$ cat src/rtl/tw_pkg.sv
package tw_pkg;

    localparam int TW_ADDR_W = 5;
    localparam int TW_DATA_W = 8;

    typedef enum logic [2:0] {
        ST_IDLE  = 3'd0,
        ST_OP    = 3'd1,
        ST_ADDR  = 3'd2,
        ST_TURN  = 3'd3,
        ST_WDATA = 3'd4,
        ST_RDATA = 3'd5,
        ST_GAP   = 3'd6
    } seq_state_e;

    // operation code, first received bit in the upper position
    typedef enum logic [1:0] {
        OPC_WRITE = 2'b00,
        OPC_BAD0  = 2'b01,
        OPC_READ  = 2'b10,
        OPC_BAD1  = 2'b11
    } opcode_e;

    typedef struct packed {
        logic addr_shift;
        logic wdat_shift;
        logic wr_commit;
        logic rd_load;
        logic rd_shift;
    } seq_ctrl_t;

    function automatic logic op_is_valid(input logic [1:0] op);
        return (op == OPC_WRITE) || (op == OPC_READ);
    endfunction

    function automatic logic op_is_read(input logic [1:0] op);
        return op == OPC_READ;
    endfunction

endpackage

$ cat src/rtl/tw_seq.sv
module tw_seq
    import tw_pkg::*;
#(
    parameter int ADDR_W = TW_ADDR_W,
    parameter int DATA_W = TW_DATA_W
) (
    input  logic       sclk,
    input  logic       rst,
    input  logic       din,
    output seq_state_e state,
    output seq_ctrl_t  ctrl,
    output logic       drive
);
    localparam int MAXLEN = (DATA_W > ADDR_W) ? DATA_W : ADDR_W;
    localparam int CNT_W  = (MAXLEN > 2) ? $clog2(MAXLEN) : 1;
    localparam logic [CNT_W-1:0] ADDR_LAST = CNT_W'(ADDR_W - 1);
    localparam logic [CNT_W-1:0] DATA_LAST = CNT_W'(DATA_W - 1);

    logic [CNT_W-1:0] cnt;
    logic             op_first;
    logic             rd_op;

    always_comb begin
        ctrl            = '0;
        ctrl.addr_shift = (state == ST_ADDR);
        ctrl.wdat_shift = (state == ST_WDATA);
        ctrl.wr_commit  = (state == ST_WDATA) && (cnt == DATA_LAST);
        ctrl.rd_load    = (state == ST_TURN);
        ctrl.rd_shift   = (state == ST_RDATA);
    end

    always_ff @(negedge sclk) begin
        if (rst) begin
            state    <= ST_IDLE;
            cnt      <= '0;
            op_first <= 1'b0;
            rd_op    <= 1'b0;
            drive    <= 1'b0;
        end else begin
            case (state)
                ST_IDLE: begin
                    cnt <= '0;
                    if (din) state <= ST_OP;
                end
                ST_OP: begin
                    if (cnt == '0) begin
                        op_first <= din;
                        cnt      <= cnt + 1'b1;
                    end else begin
                        cnt   <= '0;
                        rd_op <= op_is_read({op_first, din});
                        state <= op_is_valid({op_first, din}) ? ST_ADDR : ST_GAP;
                    end
                end
                ST_ADDR: begin
                    if (cnt == ADDR_LAST) begin
                        cnt   <= '0;
                        state <= rd_op ? ST_TURN : ST_WDATA;
                    end else begin
                        cnt <= cnt + 1'b1;
                    end
                end
                ST_TURN: begin
                    drive <= 1'b1;
                    cnt   <= '0;
                    state <= ST_RDATA;
                end
                ST_WDATA: begin
                    if (cnt == DATA_LAST) begin
                        cnt   <= '0;
                        state <= ST_GAP;
                    end else begin
                        cnt <= cnt + 1'b1;
                    end
                end
                ST_RDATA: begin
                    if (cnt == DATA_LAST) begin
                        cnt   <= '0;
                        drive <= 1'b0;
                        state <= ST_GAP;
                    end else begin
                        cnt <= cnt + 1'b1;
                    end
                end
                ST_GAP:  state <= ST_IDLE;
                default: state <= ST_IDLE;
            endcase
        end
    end

endmodule

$ cat src/rtl/tw_shifter.sv
module tw_shifter
    import tw_pkg::*;
#(
    parameter int ADDR_W = TW_ADDR_W,
    parameter int DATA_W = TW_DATA_W
) (
    input  logic              sclk,
    input  logic              rst,
    input  logic              din,
    input  seq_ctrl_t         ctrl,
    input  logic [DATA_W-1:0] load_val,
    output logic [ADDR_W-1:0] addr_q,
    output logic [DATA_W-1:0] wr_val,
    output logic              msb
);
    logic [DATA_W-1:0] data_q;

    always_ff @(negedge sclk) begin
        if (rst) begin
            addr_q <= '0;
            data_q <= '0;
        end else begin
            if (ctrl.addr_shift) addr_q <= {addr_q[ADDR_W-2:0], din};
            if (ctrl.rd_load)
                data_q <= load_val;
            else if (ctrl.wdat_shift)
                data_q <= {data_q[DATA_W-2:0], din};
            else if (ctrl.rd_shift)
                data_q <= {data_q[DATA_W-2:0], 1'b0};
        end
    end

    // final write bit arrives on the commit edge itself
    assign wr_val = {data_q[DATA_W-2:0], din};
    assign msb    = data_q[DATA_W-1];

endmodule

$ cat src/rtl/tw_regfile.sv
module tw_regfile
    import tw_pkg::*;
#(
    parameter int ADDR_W = TW_ADDR_W,
    parameter int DATA_W = TW_DATA_W
) (
    input  logic              sclk,
    input  logic              rst,
    input  logic              wr_en,
    input  logic [ADDR_W-1:0] addr,
    input  logic [DATA_W-1:0] wr_val,
    output logic [DATA_W-1:0] rd_val
);
    localparam int NREGS = 1 << ADDR_W;

    logic [DATA_W-1:0] bank [NREGS];

    for (genvar g = 0; g < NREGS; g++) begin : g_entry
        logic [DATA_W-1:0] q;
        always_ff @(negedge sclk) begin
            if (rst)
                q <= '0;
            else if (wr_en && (addr == ADDR_W'(g)))
                q <= wr_val;
        end
        assign bank[g] = q;
    end

    assign rd_val = bank[addr];

endmodule

$ cat src/rtl/tw_regbank_slave.sv
module tw_regbank_slave
    import tw_pkg::*;
#(
    parameter int ADDR_W = TW_ADDR_W,
    parameter int DATA_W = TW_DATA_W
) (
    input  logic sclk,
    input  logic rst,
    input  logic sdat_in,
    output logic sdat_out,
    output logic sdat_oe
);
    seq_state_e        state;
    seq_ctrl_t         ctrl;
    logic              drive;
    logic [ADDR_W-1:0] addr_q;
    logic [DATA_W-1:0] wr_val;
    logic [DATA_W-1:0] rd_val;
    logic              msb;
    logic              wr_en;

    tw_seq #(.ADDR_W(ADDR_W), .DATA_W(DATA_W)) u_seq (
        .sclk  (sclk),
        .rst   (rst),
        .din   (sdat_in),
        .state (state),
        .ctrl  (ctrl),
        .drive (drive)
    );

    tw_shifter #(.ADDR_W(ADDR_W), .DATA_W(DATA_W)) u_shift (
        .sclk     (sclk),
        .rst      (rst),
        .din      (sdat_in),
        .ctrl     (ctrl),
        .load_val (rd_val),
        .addr_q   (addr_q),
        .wr_val   (wr_val),
        .msb      (msb)
    );

    assign wr_en = ctrl.wr_commit;

    tw_regfile #(.ADDR_W(ADDR_W), .DATA_W(DATA_W)) u_regs (
        .sclk   (sclk),
        .rst    (rst),
        .wr_en  (wr_en),
        .addr   (addr_q),
        .wr_val (wr_val),
        .rd_val (rd_val)
    );

    assign sdat_oe  = drive;
    assign sdat_out = drive & msb;

endmodule

$ cat config.mk
export PLATFORM = sky130hd
export DESIGN_NAME = tw_regbank_slave
export DESIGN_NICKNAME = d
export VERILOG_FILES = /design/src/rtl/tw_pkg.sv /design/src/rtl/tw_seq.sv /design/src/rtl/tw_shifter.sv /design/src/rtl/tw_regfile.sv /design/src/rtl/tw_regbank_slave.sv
export SDC_FILE = /design/constraint.sdc
export NUM_CORES = 1
export LEC_CHECK = 0
export BUFFER_PORTS_ARGS = -buffer_cell sky130_fd_sc_hd__buf_2
export CAP_MARGIN = 15
export CORE_MARGIN = 5
export CORE_UTILIZATION = 35
export DETAILED_ROUTE_END_ITERATION = 8
export PLACE_DENSITY_LB_ADDON = 0.12
export SETUP_SLACK_MARGIN = 0.1
export SYNTH_ARGS = -nofsm -noshare
export SYNTH_HDL_FRONTEND = slang
export SYNTH_SLANG_ARGS = --single-unit
$ cat constraint.sdc
create_clock -name sclk -period 5.35 [get_ports sclk]
set_clock_uncertainty 0.1 [all_clocks]
set_input_delay 1.07 -clock sclk [delete_from_list [all_inputs] [get_ports sclk]]
set_output_delay 1.07 -clock sclk [all_outputs]
set_load 0.02 [all_outputs]
**Yosys cells after proc, flatten, opt, wreduce, memory -nomap -nowiden**

Index checks and enable logic that the tools add are counted.

- RAM bits: 0
- Bits in read-only memories: 0
- Latch bits: 0
- Flip-flop bits (word level): 278
- Memories kept: 0
- Input port bits: 3
- Logic and storage cells: 154
- Output and inout bits: 2

- Bitwise gates (word level): 3
- Reduce and logical (&&, ||, !) cells: 47
- Multiply operators: 0
- Div/mod/pow operators: 0
- Shift operators: 0
- Mux-type cells: 19
- Magnitude comparators: 1
- Equal/unequal tests: 44
- $add $sub $neg: 1

Operators with widths:

| cell | count |
|---|---|
| == test 5 bit, second input constant | 16 |
| binary-select mux 8 bit (select 5 bit) | 1 |
| == test 5 x 4 -> 1 bit, second input constant | 8 |
| 2-to-1 mux 8 bit | 5 |
| logical AND 1 bit | 33 |
| 2-to-1 mux 3 bit | 9 |
| == test 5 x 3 -> 1 bit, second input constant | 4 |
| one-hot mux 3 bit (5 select lines) | 1 |
| == test 3 bit, second input constant | 4 |
| one-hot mux 3 bit (4 select lines) | 1 |
| == test 5 x 2 -> 1 bit, second input constant | 2 |
| == test 3 x 2 -> 1 bit, second input constant | 2 |
| greater-or-equal comparator 6 bit, second input constant | 1 |
| zero test 3 bit | 2 |
| != test 2 x 1 -> 1 bit, second input constant | 3 |
| inverter 5 -> 6 bit | 1 |
| AND reduction 2 bit | 3 |
| == test 5 x 1 -> 1 bit, second input constant | 1 |
| zero test 5 bit | 1 |
| != test 2 bit, second input constant | 2 |
| AND reduction 4 bit | 1 |
| nonzero test 4 bit | 1 |
| OR reduction 2 bit | 2 |
| adder 3 x 1 -> 3 bit, second input constant | 1 |
| 10 further kinds | 10 |

**Depth between registers and ports, before layout**

- Depth after elaboration: 5
- Depth in mapped cells: 8

**Modules after synthesis**

Synthesis repeated with hierarchy kept, for this count alone.

- Cells, all modules: 1315
- Area, all modules: 12667.1 um2

Modules (own cells, without submodules):

| module | area an instance (um2) | cells each | instances |
|---|---|---|---|
| tw_regfile | 11462.2 | 1179 | 1 |
| tw_seq | 608.1 | 77 | 1 |
| tw_shifter | 590.6 | 58 | 1 |
| tw_regbank_slave | 6.3 | 1 | 1 |

==> results by group <==
Outcome
  • Run status: finished clean

GRT
  • First-pass GRT wire length: 54.8 mm
  • Largest net degree at the start of global routing: around 110
  • Initial antenna violation count: 0
  • GRT overflow: 0
  • Vias in the first global route: between 10k and 15k
  • Total GRT Usage: between 15 and 20%

Logic synthesis
  • Most frequent cell after synthesis: mux2i_1
  • Ys flop type: dfxtp_1
  • Netlist cell types: 48
  • Mean area per synthesized cell: 10.8 µm²
  • Synth warn: 0
  • Synthesized Nets: about 1.2k
  • Synth area leader: dfxtp_1
  • Yosys top cell area share: about 44%
  • Register area share after synthesis: 43.5%
  • Synth top area cells: dfxtp_1, mux2i_1, mux4_2
  • Most frequent cells after synthesis: mux2i_1, dfxtp_1, nor2_1
  • Number of flops mapped to enable cells by yosys: 0
  • Gate Count Post-Synth: 1,189
  • Post-synth ARST share: 0%
  • Seq cells post-synth: ~280
  • Netlist area before placement: ~13,000 µm²

Pwr
  • Reg power frac: 38.3%
  • Clk pwr share: a little under three fifths
  • Int Pwr: around 4.1 mW
  • Combinational fraction of design power: 5.9%
  • Sw power: ~1.7 mW
  • Switch share: 29.8%
  • Power per cell area: 377 nW/µm²
  • Pleak: between 6 and 7 nW
  • Worst vdd rail ir drop: ~0.28 mV

Clock tree
  • Clock sink count: roughly 280
  • # Post-CTS Setup Buffers: 0
  • Clock transition at the registers of the reported paths: approximately 30 ps
  • CTS buffer count: 35
  • CTS tree: done
  • Post-CTS Hold Fix Bufs: 0
  • CTS resizes: 0
  • Htree depth: 2
  • Clk root buf: clkbuf_16
  • Clk buf depth: 3
  • Worst skew pair latency: approximately 570 ps

Worst hold path
  • Worst min path class: reg -> reg
  • Hold Path Sink: u_seq.op_first
  • Min-Delay Path Depth: 2
  • Hold Startpoint: u_seq.op_first

Layout
  • Fin util: around 42%
  • Share of layout cells above drive strength 1: about an eighth
  • Antenna diode count: 0
  • Final nets: about 1.4k
  • Area Growth Syn to Fin: 20.1%

Die
  • Chip height: 201 µm
  • Initial core utilization: 35.2%
  • Die area: ~40,000 µm²
  • Core Region: about 36,000 µm²
  • # rows: 70
  • Die width: 201 µm
  • I/O pins: 5

Route
  • Routed Wire Length: roughly 34 mm
  • Initial drt markers: 503
  • Post-route ant nets: 0
  • Vias per inst: a little over 5
  • Drt pass-1 iters: 7
  • Vias: between 9k and 10k
  • Drt drc: 0
  • WL per Instance: approximately 18 µm

STA
  • Final setup violation count: 0
  • Final worst slack: ~300 ps
  • RSZ-0062 raised after global routing: false
  • Hold Vio Cnt, Final: 0
  • Worst-Margin Slew: 1150 ps
  • Hold_ws: 375 ps
  • Relative slew slack: between 20% and 30%
  • Total Neg Setup Slack: 0 ps
  • Pins Over Slew Limit: 0

Critical path
  • Critical path data arrival time: between 3000 and 4000 ps
  • Startpoint Class: register
  • Worst-path maximum fanout: 2
  • Endpoint class of the critical path: output pin
  • Worst r2r src: u_seq.cnt[0]
  • Worst Setup Path Type: reg -> out
  • Reg-to-Reg End: u_regs.g_entry[18].q[1]
  • Worst R2R Setup Slack: 1880 ps
  • Reg2reg path depth: 6
  • Worst Path Required: 4180 ps

Placed design
  • Setup WS pre-CTS: around 510 ps
  • Final HPWL DP: 20.1 mm
  • IO Port Bufs: 4
  • Final GP Congestion: between 0.7 and 0.8

Flow run
  • MaxCap Viol Count: 0
[stage by stage]
step                area, µm²  power [mW]  std cells
floorplan               12800        2.79       1189
global placement        13100        2.90       1572
detailed placement      13100        2.89       1572
CTS                     15300        5.94       1910
global route            15300        6.25       1910
finish                  15300        5.78       1910
[logic make-up (layout without fill, tap and decap cells)]
group	count (synthesis)	after routing	share of synthesized area [%]
AO/OA/AOI/OAI	62	62	3.97
adder cells (fa/ha/maj)	4	4	0.392
buffers and inverters	118	371	3.93
flip-flops	278	278	43.5
multiplexers	367	367	33.5
AND/OR/NAND/NOR	360	360	14.6
[layout by cell type (no fill, tap or decap), types with 9 or more instances in the layout]
cell / n
mux2i_1: 310
inv_1: 298
dfxtp_1: 273
nor2_1: 269
mux4_2: 48
clkbuf_16: 37
nand2_1: 20
buf_4: 18
nor4_4: 16
nand4_2: 11
nand2b_1: 9
o211ai_1: 9
mux2_2: 9
[power by group through the flow]
stage	Combinational [mW]	Sequential, mW	Clock (mW)
floorplan	0.320	2.16	0.315
global placement	0.340	2.24	0.315
detailed placement	0.339	2.24	0.315
CTS	0.340	2.21	3.39
global route	0.367	2.22	3.66
finish	0.338	2.21	3.23
[per-layer routing]
| layer | wire length [µm] | part of all wire, % | up-vias | GRT usage (%) |
|---|---|---|---|---|
| li1 | - | - | 4678 | - |
| met1 | 16700 | 49 | 4722 | 22.4 |
| met2 | 15600 | 45 | 176 | 24.7 |
| met3 | 1320 | 3.8 | 49 | 6.03 |
| met4 | 735 | 2.1 | 0 | 7.87 |
| met5 | 0 | 0 | - | 0 |
[how the worst max path moves through the flow]
stage | start | end | slack [ps] | cells after the start
after CTS | u_shift.data_q[7] | sdat_out | 270 | 2
after detailed placement | rst | u_shift.data_q[4] | 510 | 3
final | u_shift.data_q[7] | sdat_out | 300 | 2
after global placement | sdat_in | u_seq.state[2] | 550 | 4
after floorplan | rst | u_regs.g_entry[0].q[0] | 510 | 4
after global routing | u_seq.drive | sdat_out | 210 | 2
[cell type report]
class,count,area (µm²)
multi-input cells,793,6730
clock inverters,302,1300
flip-flops and latches,278,5570
well taps,468,586
repair buffers,24,204
clock buffers,37,926
inverters,8,30.0
fillers,3590,21000
[sequential cells by signal, summed over array words and instances, names as in the netlist]
signal,flops
u_regs.g_entry.q,256
u_seq.cnt,3
u_seq.drive,1
u_seq.op_first,1
u_seq.rd_op,1
u_seq.state,3
u_shift.addr_q,5
u_shift.data_q,8
[worst max-delay path, cell delays in order, from the launching register on]
cell     delay [ps]
dfxtp_1         360
and2_1          130
buf_2           150
(Power assumes the default switching activity.)
